### src/rtl/stamp_pkg.sv
package stamp_pkg;
  localparam int LOW_W   = 8;
  localparam int HIGH_W  = 8;
  localparam int STAMP_W = LOW_W + HIGH_W;

  localparam logic [LOW_W-1:0]  LO_ONE = 1;
  localparam logic [HIGH_W-1:0] HI_ONE = 1;

  typedef enum logic [2:0] {
    SQ_IDLE,
    SQ_RD_H1,
    SQ_WAIT1,
    SQ_RD_L,
    SQ_WAIT2,
    SQ_RD_H2,
    SQ_FINISH
  } seq_state_t;

  // Pick the high byte that belonged to the frozen low byte.
  function automatic logic [HIGH_W-1:0] mend_high(
    input logic [HIGH_W-1:0] h_first,
    input logic [LOW_W-1:0]  l_live,
    input logic [LOW_W-1:0]  l_frozen,
    input logic [HIGH_W-1:0] h_second
  );
    if (l_live >= l_frozen) return h_first;
    return h_second - HI_ONE;
  endfunction

  function automatic logic [STAMP_W-1:0] elapsed(
    input logic [STAMP_W-1:0] from_stamp,
    input logic [STAMP_W-1:0] to_stamp
  );
    return to_stamp - from_stamp;
  endfunction
endpackage

### src/rtl/stamp_prescaler.sv
module stamp_prescaler #(
  parameter int SEL_W = 3
) (
  input  logic             clk,
  input  logic             rst_n,
  input  logic [SEL_W-1:0] div_sel,
  output logic             tick
);
  localparam int PRE_W = (2 ** SEL_W) - 1;
  localparam logic [PRE_W-1:0] PRE_ONE = 1;

  logic [PRE_W-1:0] pre_q;
  logic [PRE_W-1:0] low_mask;

  always_comb begin
    low_mask = '0;
    for (int i = 0; i < PRE_W; i++) begin
      if (i < int'(div_sel)) low_mask[i] = 1'b1;
    end
  end

  assign tick = &(pre_q | ~low_mask);

  always_ff @(posedge clk or negedge rst_n) begin
    if (!rst_n) pre_q <= '0;
    else        pre_q <= pre_q + PRE_ONE;
  end

  AST_TICK_FULL_RATE: assert property (@(posedge clk) disable iff (!rst_n)
    (div_sel == '0) |-> tick);
  AST_TICK_SPACED: assert property (@(posedge clk) disable iff (!rst_n)
    (tick && div_sel != '0 && $stable(div_sel)) |=> !tick);
endmodule

### src/rtl/cascade_counter.sv
module cascade_counter
  import stamp_pkg::*;
(
  input  logic              clk,
  input  logic              rst_n,
  input  logic              tick,
  output logic [LOW_W-1:0]  lo_q,
  output logic [HIGH_W-1:0] hi_q,
  output logic              carry
);
  assign carry = tick & (&lo_q);

  always_ff @(posedge clk or negedge rst_n) begin
    if (!rst_n) begin
      lo_q <= '0;
      hi_q <= '0;
    end else begin
      if (tick)  lo_q <= lo_q + LO_ONE;
      if (carry) hi_q <= hi_q + HI_ONE;
    end
  end

  AST_LO_STEP: assert property (@(posedge clk) disable iff (!rst_n)
    tick |=> (lo_q == $past(lo_q) + LO_ONE));
  AST_HI_HOLD: assert property (@(posedge clk) disable iff (!rst_n)
    !carry |=> $stable(hi_q));
  AST_HI_STEP: assert property (@(posedge clk) disable iff (!rst_n)
    carry |=> (hi_q == $past(hi_q) + HI_ONE && lo_q == '0));
endmodule

### src/rtl/capture_lane.sv
module capture_lane
  import stamp_pkg::*;
#(
  parameter bit RISE_SENSE = 1'b1
) (
  input  logic             clk,
  input  logic             rst_n,
  input  logic             sig_now,
  input  logic             sig_prev,
  input  logic             arm,
  input  logic [LOW_W-1:0] lo_now,
  input  logic             consume,
  output logic [LOW_W-1:0] lat_q,
  output logic             pending_q,
  output logic             ovr_q,
  output logic             hit
);
  logic edge_seen;
  assign edge_seen = RISE_SENSE ? (sig_now & ~sig_prev) : (~sig_now & sig_prev);
  assign hit = arm & edge_seen;

  always_ff @(posedge clk or negedge rst_n) begin
    if (!rst_n) begin
      lat_q     <= '0;
      pending_q <= 1'b0;
      ovr_q     <= 1'b0;
    end else if (hit) begin
      lat_q     <= lo_now;
      pending_q <= 1'b1;
      if (pending_q) ovr_q <= 1'b1;
    end else if (consume) begin
      pending_q <= 1'b0;
    end
  end

  AST_LATCH_LOW: assert property (@(posedge clk) disable iff (!rst_n)
    hit |=> (lat_q == $past(lo_now) && pending_q));
  AST_OVR_MARK: assert property (@(posedge clk) disable iff (!rst_n)
    (hit && pending_q) |=> ovr_q);
  AST_NO_LATE_CHANGE: assert property (@(posedge clk) disable iff (!rst_n)
    !hit |=> $stable(lat_q));
endmodule

### src/rtl/rebuild_sequencer.sv
module rebuild_sequencer
  import stamp_pkg::*;
#(
  parameter int GAP_W = 4
) (
  input  logic               clk,
  input  logic               rst_n,
  input  logic               period_mode,
  input  logic [GAP_W-1:0]   gap,
  input  logic [LOW_W-1:0]   lo_now,
  input  logic [HIGH_W-1:0]  hi_now,
  input  logic [1:0]         pend,
  input  logic [LOW_W-1:0]   lat_rise,
  input  logic [LOW_W-1:0]   lat_fall,
  output logic [1:0]         consume,
  output logic [STAMP_W-1:0] start_q,
  output logic [STAMP_W-1:0] end_q,
  output logic [STAMP_W-1:0] span_q,
  output logic               valid_q
);
  localparam logic [GAP_W-1:0] GAP_ONE = 1;

  seq_state_t          state_q;
  logic                sel_q;
  logic                first_q;
  logic [HIGH_W-1:0]   h1_q, h2_q;
  logic [LOW_W-1:0]    lm_q;
  logic [GAP_W-1:0]    gcnt_q;
  logic [LOW_W-1:0]    lat_sel;
  logic [STAMP_W-1:0]  stamp_w;
  logic                finish_evt;

  assign lat_sel    = sel_q ? lat_fall : lat_rise;
  assign stamp_w    = {mend_high(h1_q, lm_q, lat_sel, h2_q), lat_sel};
  assign finish_evt = (state_q == SQ_FINISH);

  always_comb begin
    consume = '0;
    if (finish_evt) consume[sel_q] = 1'b1;
  end

  always_ff @(posedge clk or negedge rst_n) begin
    if (!rst_n) begin
      state_q <= SQ_IDLE;
      sel_q   <= 1'b0;
      first_q <= 1'b0;
      h1_q    <= '0;
      h2_q    <= '0;
      lm_q    <= '0;
      gcnt_q  <= '0;
      start_q <= '0;
      end_q   <= '0;
      span_q  <= '0;
      valid_q <= 1'b0;
    end else begin
      valid_q <= 1'b0;
      case (state_q)
        SQ_IDLE: begin
          if (pend[0]) begin
            sel_q   <= 1'b0;
            state_q <= SQ_RD_H1;
          end else if (pend[1]) begin
            sel_q   <= 1'b1;
            state_q <= SQ_RD_H1;
          end
        end
        SQ_RD_H1: begin
          h1_q    <= hi_now;
          gcnt_q  <= gap;
          state_q <= SQ_WAIT1;
        end
        SQ_WAIT1: begin
          if (gcnt_q == '0) state_q <= SQ_RD_L;
          else              gcnt_q  <= gcnt_q - GAP_ONE;
        end
        SQ_RD_L: begin
          lm_q    <= lo_now;
          gcnt_q  <= gap;
          state_q <= SQ_WAIT2;
        end
        SQ_WAIT2: begin
          if (gcnt_q == '0) state_q <= SQ_RD_H2;
          else              gcnt_q  <= gcnt_q - GAP_ONE;
        end
        SQ_RD_H2: begin
          h2_q    <= hi_now;
          state_q <= SQ_FINISH;
        end
        SQ_FINISH: begin
          state_q <= SQ_IDLE;
          if (period_mode) begin
            if (!first_q) begin
              start_q <= stamp_w;
              first_q <= 1'b1;
            end else begin
              end_q   <= stamp_w;
              span_q  <= elapsed(start_q, stamp_w);
              valid_q <= 1'b1;
              first_q <= 1'b0;
            end
          end else if (!sel_q) begin
            start_q <= stamp_w;
          end else begin
            end_q   <= stamp_w;
            span_q  <= elapsed(start_q, stamp_w);
            valid_q <= 1'b1;
          end
        end
        default: state_q <= SQ_IDLE;
      endcase
    end
  end

  AST_VALID_PULSE: assert property (@(posedge clk) disable iff (!rst_n)
    valid_q |=> !valid_q);
  AST_SPAN_MATCH: assert property (@(posedge clk) disable iff (!rst_n)
    valid_q |-> (span_q == end_q - start_q));
  AST_L_AFTER_H1: assert property (@(posedge clk) disable iff (!rst_n)
    (state_q == SQ_RD_L) |-> ($past(state_q) == SQ_WAIT1));
  AST_H2_AFTER_L: assert property (@(posedge clk) disable iff (!rst_n)
    (state_q == SQ_RD_H2) |-> ($past(state_q) == SQ_WAIT2));
  AST_CONSUME_OWNED: assert property (@(posedge clk) disable iff (!rst_n)
    (consume != '0) |-> pend[sel_q]);
endmodule

### src/rtl/cascade_stamp_capture.sv
module cascade_stamp_capture
  import stamp_pkg::*;
#(
  parameter int SEL_W = 3,
  parameter int GAP_W = 4
) (
  input  logic               clk,
  input  logic               rst_n,
  input  logic               sig_in,
  input  logic [SEL_W-1:0]   div_sel,
  input  logic               period_mode,
  input  logic [GAP_W-1:0]   read_gap,
  output logic [STAMP_W-1:0] start_stamp,
  output logic [STAMP_W-1:0] end_stamp,
  output logic [STAMP_W-1:0] span,
  output logic               result_valid,
  output logic               overrun
);
  localparam int LANES = 2;

  logic              tick;
  logic              carry;
  logic [LOW_W-1:0]  lo_cnt;
  logic [HIGH_W-1:0] hi_cnt;
  logic              sig_q;
  logic [LANES-1:0]  lane_arm, pend_v, ovr_v, hit_v, consume_v;
  logic [LOW_W-1:0]  lat_v [LANES];

  always_ff @(posedge clk or negedge rst_n) begin
    if (!rst_n) sig_q <= 1'b0;
    else        sig_q <= sig_in;
  end

  stamp_prescaler #(.SEL_W(SEL_W)) u_pre (
    .clk(clk), .rst_n(rst_n), .div_sel(div_sel), .tick(tick)
  );

  cascade_counter u_cnt (
    .clk(clk), .rst_n(rst_n), .tick(tick),
    .lo_q(lo_cnt), .hi_q(hi_cnt), .carry(carry)
  );

  assign lane_arm = {~period_mode, 1'b1};

  for (genvar g = 0; g < LANES; g++) begin : g_lane
    capture_lane #(.RISE_SENSE(g == 0)) u_lane (
      .clk(clk), .rst_n(rst_n),
      .sig_now(sig_in), .sig_prev(sig_q),
      .arm(lane_arm[g]), .lo_now(lo_cnt), .consume(consume_v[g]),
      .lat_q(lat_v[g]), .pending_q(pend_v[g]), .ovr_q(ovr_v[g]), .hit(hit_v[g])
    );
  end

  rebuild_sequencer #(.GAP_W(GAP_W)) u_seq (
    .clk(clk), .rst_n(rst_n), .period_mode(period_mode), .gap(read_gap),
    .lo_now(lo_cnt), .hi_now(hi_cnt), .pend(pend_v),
    .lat_rise(lat_v[0]), .lat_fall(lat_v[1]),
    .consume(consume_v), .start_q(start_stamp), .end_q(end_stamp),
    .span_q(span), .valid_q(result_valid)
  );

  assign overrun = |ovr_v;

  AST_OVR_STICKY: assert property (@(posedge clk) disable iff (!rst_n)
    overrun |=> overrun);
  AST_FALL_IGNORED: assert property (@(posedge clk) disable iff (!rst_n)
    (period_mode && $stable(period_mode)) |=> !pend_v[1]);
  AST_CARRY_WRAP: assert property (@(posedge clk) disable iff (!rst_n)
    carry |=> (lo_cnt == '0));
endmodule

### config.mk
export PLATFORM = sky130hd
export DESIGN_NAME = cascade_stamp_capture
export DESIGN_NICKNAME = d
export VERILOG_FILES = /design/src/rtl/stamp_pkg.sv /design/src/rtl/stamp_prescaler.sv /design/src/rtl/cascade_counter.sv /design/src/rtl/capture_lane.sv /design/src/rtl/rebuild_sequencer.sv /design/src/rtl/cascade_stamp_capture.sv
export SDC_FILE = /design/constraint.sdc
export NUM_CORES = 1
export LEC_CHECK = 0
export BUFFER_PORTS_ARGS = -buffer_cell sky130_fd_sc_hd__buf_2
export CORE_MARGIN = 2
export CORE_UTILIZATION = 25
export DETAILED_ROUTE_END_ITERATION = 7
export HOLD_SLACK_MARGIN = 0.12
export PLACE_DENSITY = 0.51
export REMOVE_ABC_BUFFERS = 1
export SLEW_MARGIN = 5
export SYNTH_ARGS = -nofsm -noshare
export SYNTH_HDL_FRONTEND = slang
export SYNTH_HIERARCHICAL = 1
export SYNTH_SLANG_ARGS = --single-unit
### constraint.sdc
create_clock -name clk -period 4.2 [get_ports clk]
set_input_delay 0.21 -clock clk [delete_from_list [all_inputs] [get_ports clk]]
set_output_delay 0.21 -clock clk [all_outputs]
set_load 0.005 [all_outputs]
=== After elaboration in Yosys (flattened, before gate mapping) ===
Index checks and enable logic that the tools add are counted.

* Bits in registers: 126
* Latch bits: 0
* Memory bits (writable): 0
* Bits in read-only memories: 0
* Input bits: 11
* Memories: 0

* $add $sub $neg: 6
* $mul: 0
* Div/mod/pow operators: 0
* Magnitude comparators: 10
* Equality and inequality tests: 13
* Shifts and indexed selects: 0
* Multiplexer cells: 41
* Bitwise operators: 9
* Reductions and logical operators: 21

{| class="wikitable"
|+ Operators by type and width
! cell !! count
|-
| $mux 16 || 9
|-
| $mux 8 || 3
|-
| $mux 1 || 20
|-
| $pmux 3 s6 || 1
|-
| $add 8x1->8 const B || 2
|-
| $sub 16x16->16 || 1
|-
| $mux 3 || 4
|-
| $reduce_and 2->1 || 5
|-
| $reduce_bool 2->1 || 5
|-
| $eq 3x3->1 const B || 3
|-
| $lt 3x3->1 const A || 3
|-
| $reduce_and 3->1 || 3
|-
| $ge 8x8->1 || 1
|-
| $pmux 4 s2 || 1
|-
| $reduce_and 8->1 || 1
|-
| $sub 8x1->8 const B || 1
|-
| $add 7x1->7 const B || 1
|-
| $not 7->7 || 1
|-
| $or 7x7->7 || 1
|-
| $reduce_and 7->1 || 1
|-
| $eq 3x2->1 const B || 2
|-
| $lt 1x3->1 const A || 2
|-
| $lt 2x3->1 const A || 2
|-
| $ne 2x1->1 const B || 3
|-
| 15 further kinds || 24
|}

=== Logic depth before layout (Yosys ltp) ===
* Word-level depth: 7
* Depth in mapped cells: 19
* Gate-level depth less buffers: 17

=== Cells and area by module ===
The synthesis kept the hierarchy.

{| class="wikitable"
|+ By module, submodules not included
! module !! times used !! cells an instance !! area each (um^2)
|-
| rebuild_sequencer || 1 || 428 || 4,339.2
|-
| capture_lane || 2 || 23 || 407.9
|-
| cascade_counter || 1 || 59 || 711.9
|-
| stamp_prescaler || 1 || 27 || 314.1
|-
| cascade_stamp_capture || 1 || 4 || 38.8
|}

=== Worst setup path after synthesis ===
Ideal clock, no wire load.

* Path kind: register to register
* Start point: register u_seq.sel_q
* End point: register u_seq.span_q[13]
* Data arrival time: 4.164 ns
* Slack: -0.096 ns
* Stages on the path, launching flop included: 18
* Period minus slack after synthesis: 4.296 ns
* Path through: dfrtp_1 buf_1 mux2i_1 inv_1 ha_1 nand2b_1 a2111oi_1 o31ai_2 clkbuf_1 a21oi_1 inv_1 ha_1 and3_1 and3_1 a211o_1 a21oi_2 nor4b_1 or3_1

* Longest elaborated chain between the ends: 7

{| class="wikitable"
|+ Ends and longest elaborated chain
! item !! RTL line !! RTL
|-
| start, declared || rebuild_sequencer.sv:24 || <nowiki>logic sel_q;</nowiki>
|-
| start signal, assigned || rebuild_sequencer.sv:45 || <nowiki>sel_q <= 1'b0;</nowiki>
|-
| start signal, assigned || rebuild_sequencer.sv:60 || <nowiki>sel_q <= 1'b0;</nowiki>
|-
| start signal, assigned || rebuild_sequencer.sv:63 || <nowiki>sel_q <= 1'b1;</nowiki>
|-
| $mux 8 * || rebuild_sequencer.sv:33 || <nowiki>assign lat_sel = sel_q ? lat_fall : lat_rise;</nowiki>
|-
| named net u_seq.lat_sel[0] || rebuild_sequencer.sv:29 || <nowiki>logic [LOW_W-1:0] lat_sel;</nowiki>
|-
| $ge 8x8->1 * || stamp_pkg.sv:26 || <nowiki>if (l_live >= l_frozen) return h_first;</nowiki>
|-
| $mux 1 * || stamp_pkg.sv:26 ||
|-
| $mux 8 * || stamp_pkg.sv:27 || <nowiki>return h_second - HI_ONE;</nowiki>
|-
| named net u_seq.stamp_w[8] || rebuild_sequencer.sv:30 || <nowiki>logic [STAMP_W-1:0] stamp_w;</nowiki>
|-
| $sub 16x16->16 * || stamp_pkg.sv:34 || <nowiki>return to_stamp - from_stamp;</nowiki>
|-
| $mux 16 (on tied branches) || rebuild_sequencer.sv:101, rebuild_sequencer.sv:92 ||
|-
| $mux 16 * || rebuild_sequencer.sv:91 || <nowiki>if (period_mode) begin</nowiki>
|-
| end signal, assigned || rebuild_sequencer.sv:97 || <nowiki>span_q <= elapsed(start_q, stamp_w);</nowiki>
|-
| end signal, assigned || rebuild_sequencer.sv:105 || <nowiki>span_q <= elapsed(start_q, stamp_w);</nowiki>
|-
| end, declared || rebuild_sequencer.sv:18 || <nowiki>output logic [STAMP_W-1:0] span_q,</nowiki>
|}

Mark *: on every way through the listed nets, which the timed path passes. The rest lies on a longest branch. The select of a mux whose other input is x is not followed.
A chain may end at the register's enable or synchronous reset.

=== Final worst setup path ===
* Start point: register u_seq.sel_q
* End point: register u_seq.span_q[15]

The elaborated chain is that of the path after synthesis.

==> flow_metrics.env <==
export IMPL_combPwrFrac_pct=49.3
export IMPL_antenna_left=0
export IMPL_wl_mm=13.44
export IMPL_synth_seq_area_share_pct=50.69
export IMPL_p_per_area_nw_per_um2=857.1
export IMPL_cp_slowest_stage_delay_ns=0.49
export IMPL_vias_per_cell=4.335
export IMPL_drive_gt1_share_pct=26.24
export IMPL_globalplace_congestion=0.7779
export IMPL_fillers=2547
export IMPL_end_kind="register"
export IMPL_grt_overflow=0
export IMPL_synth_cell_types=62
export IMPL_drv_cap=0
export IMPL_worst_pin_slew_ns=0.8609
export IMPL_register_area_um2=3153
export IMPL_rsz0062_at_grt="no"
export IMPL_grt_pass1_wl_mm=22.54
export IMPL_area_growth_pct=22.97
export IMPL_hp_class="primary input to register"
export IMPL_async_reset_ff_share_pct=100.0
export IMPL_post_place_ws_ns=0.1688
export IMPL_crit_chain="mux2i_1, inv_1, ha_1, nand2b_1, a2111oi_2, o31ai_4, buf_4, a21oi_1, inv_1, ha_1, nor2b_1, or4_1, a211o_1, o211ai_1, xnor2_1, o21ai_1"
export IMPL_ios=61
export IMPL_firstDrtPassIters=5
export IMPL_clk_path_buf_depth=2
export IMPL_min_period_ns=3.932
export IMPL_grt_pass1_vias=4215
export IMPL_fin_crit_sh_pct=93.62
export IMPL_ys_top_cells_by_count="126 x dfrtp_1, 53 x nand2_1, 38 x inv_1"
export IMPL_hold_worst_slack_ns=0.1324
export IMPL_grt_max_degree=66
export IMPL_critPathArrivalTime_ns=4.22
export IMPL_drtIter0Drc=242
export IMPL_critPathTopFamily="compound AO/OA/AOI/OAI gates"
export IMPL_wire_per_inst_um=13.62
export IMPL_final_cells=987
export IMPL_h_tree_depth=4
export IMPL_utilization_pct=31.36
export IMPL_path_class="register to register"
export IMPL_die_x_um=161.7
export IMPL_vias=4279
export IMPL_max_slew_margin_rel_pct=42.61
export IMPL_die_h_um=161.7
export IMPL_fin_tns_setup_ns=0
export IMPL_ys_ff_latch=126
export IMPL_synth_most_common_cell="dfrtp_1"
export IMPL_cts_tree="done"
export IMPL_cts_setup_buffers=0
export IMPL_dieArea_um2=26160
export IMPL_final_max_slew_viol_count=0
export IMPL_antenna_cells=0
export IMPL_synth_edff_count=0
export IMPL_intPower_mw=3.978
export IMPL_syn_inst=564
export IMPL_syn_area_um2=6220
export IMPL_netlist_area_leader_share_pct=50.69
export IMPL_setup_violations=0
export IMPL_p_clk_share_pct=22.4
export IMPL_p_sw_share_pct=39.31
export IMPL_numCtsBuffers=17
export IMPL_seq_power_share_pct=28.3
export IMPL_syn_avg_cell_area_um2=11.03
export IMPL_core_um2=24390
export IMPL_synth_area_leaders="dfrtp_1 51%, mux2_2 6.5%, ha_1 5.6%"
export IMPL_antenna_found_initial=0
export IMPL_required_ns=4.48
export IMPL_ys_flop_type="dfrtp_1"
export IMPL_status="finished, final reports clean"
export IMPL_hold_viol_final=0
export IMPL_yosysTopAreaCell="dfrtp_1"
export IMPL_io_buffer_count=60
export IMPL_p_leak_nw=3.792
export IMPL_layout_nets=691
export IMPL_placedCellCount=950
export IMPL_drc=0
export IMPL_fin_ws_ns=0.2680
export IMPL_fmax_mhz=254.3
export IMPL_critPathMaxFanout=7
export IMPL_crit_slowest_cell="a2111oi_2"
export IMPL_start_kind="register"
export IMPL_p_sw_mw=2.577
export IMPL_ir_drop_mv=0.3677
export IMPL_rows=57
export IMPL_multi_input_area_um2=2848
export IMPL_finClkSkew_ns=0.008861
export IMPL_grt_use_total_pct=10.85
export IMPL_hpwl_mm=9.679
export IMPL_cts_root_buffer="clkbuf_16"
export IMPL_crit_buf_inv=3
export IMPL_cts_sinks=126
export IMPL_yosysWarnings=6
export IMPL_start_util_pct=25.50
export IMPL_clkLatencyLatePin_ns=0.41
export IMPL_path_clk_slew_ns=0.06
-- power groups by stage --
stage,clock (mW),combinational (mW),sequential (mW)
global placement,0,3.17,1.88
finish,1.47,3.23,1.86
floorplan,0,2.17,1.84
detailed placement,0,3.19,1.88
CTS,1.52,3.21,1.87
global route,1.58,3.62,1.91
-- through the flow --
stage	power (mW)	area, um^2
floorplan	4.010	6133
global placement	5.046	6992
detailed placement	5.079	6992
CTS	6.596	7635
global route	7.108	7649
finish	6.555	7649
-- what timing repair did --
| item | CTS | global route |
|---|---|---|
| hold buffers | 6 | 0 |
| endpoints found under the setup margin | 0 | 3 |
| hold endpoints to repair | 68 | 0 |
| resized for setup | 0 | 2 |
-- cell families after synthesis --
kind of cell               after synthesis  share of synthesized area [%]
and+or+nand+nor                        143                          11.83
muxes                                   60                          11.51
other                                    1                        0.06029
xor gates and xnor gates                38                          5.351
DFF                                    126                          50.69
AOI/OAI and AO/OA                      110                          10.86
buffers and inverters                   57                          3.742
adders and majority gates               29                          5.955
-- path summary, 6_finish.rpt --
check | from | to | slack (ns) | cells past startpoint
max in group asynchronous | rst_n | u_seq/span_q[11]$_DFFE_PN0P_ | 2.80 | 3
min in group asynchronous | rst_n | u_pre/pre_q[4]$_DFF_PN0_ | 0.45 | 2
worst max register to register | u_seq/sel_q$_DFFE_PN0P_ | u_seq/span_q[15]$_DFFE_PN0P_ | 0.27 | 16
worst min register to register | g_lane[1].u_lane/ovr_q$_DFFE_PN0P_ | g_lane[1].u_lane/ovr_q$_DFFE_PN0P_ | 0.45 | 1
worst min-delay path | read_gap[0] | u_seq/gcnt_q[0]$_DFFE_PN0P_ | 0.13 | 3
worst max-delay path | u_seq/sel_q$_DFFE_PN0P_ | u_seq/span_q[15]$_DFFE_PN0P_ | 0.27 | 16
-- per-layer routing --
layer	global-route usage (%)	routed length, um	vias up
met5	0	0	-
met4	2.896	146	0
met3	3.013	447	13
met2	16.49	5982	70
met1	15.23	6867	2043
li1	-	-	2153
-- cells in the final DEF, fill, tap and decap left out, types with 3 or more instances in the layout --
cell / instances
dlygate4sd3_1: 6
nor2_1: 24
nand3_1: 7
inv_6: 5
clkbuf_16: 17
a21o_1: 7
nand2_1: 53
nor2b_1: 6
o21ai_1: 29
nor3b_1: 5
or3_1: 3
buf_4: 21
o21a_1: 4
nand2b_1: 6
xor2_1: 21
a21oi_1: 24
mux2_4: 14
ha_1: 28
mux2_2: 36
and3_1: 5
mux2i_1: 10
inv_1: 38
buf_2: 59
xnor2_1: 17
nor3_1: 8
nor4_1: 3
nand4_1: 7
dfrtp_1: 126
a21o_2: 4
o21ai_0: 19
-- cell type report --
type                            count  share of cell area, %
Inverter                           39                  1.914
Multi-Input combinational cell    381                  37.23
Clock buffer                       17                  5.562
Tap cell                          324                  5.300
Clock inverter                     14                  2.061
Timing Repair Buffer               86                  6.707
Sequential cell                   126                  41.22
-- worst reg2reg max path, delay by kind of cell (launching register included) --
kind                     cells  cell delay [ns]
AO/OA/AOI/OAI                6             1.29
buffers and inverters        3             0.32
adder cells (fa/ha/maj)      2             0.61
XOR/XNOR                     1             0.14
flip-flops                   1             0.43
multiplexers                 1             0.27
AND/OR/NAND/NOR              3             0.75
-- sequential cells by signal, summed over array words and instances, names as in the netlist, 7 cells and up --
register,cells
u_seq/lm_q,8
u_cnt/lo_q,8
u_seq/span_q,16
g_lane.u_lane/lat_q,16
u_seq/h1_q,8
u_seq/h2_q,8
u_seq/end_q,16
u_cnt/hi_q,8
u_seq/start_q,16
u_pre/pre_q,7
Note: power is estimated with default switching activity, not from simulation.
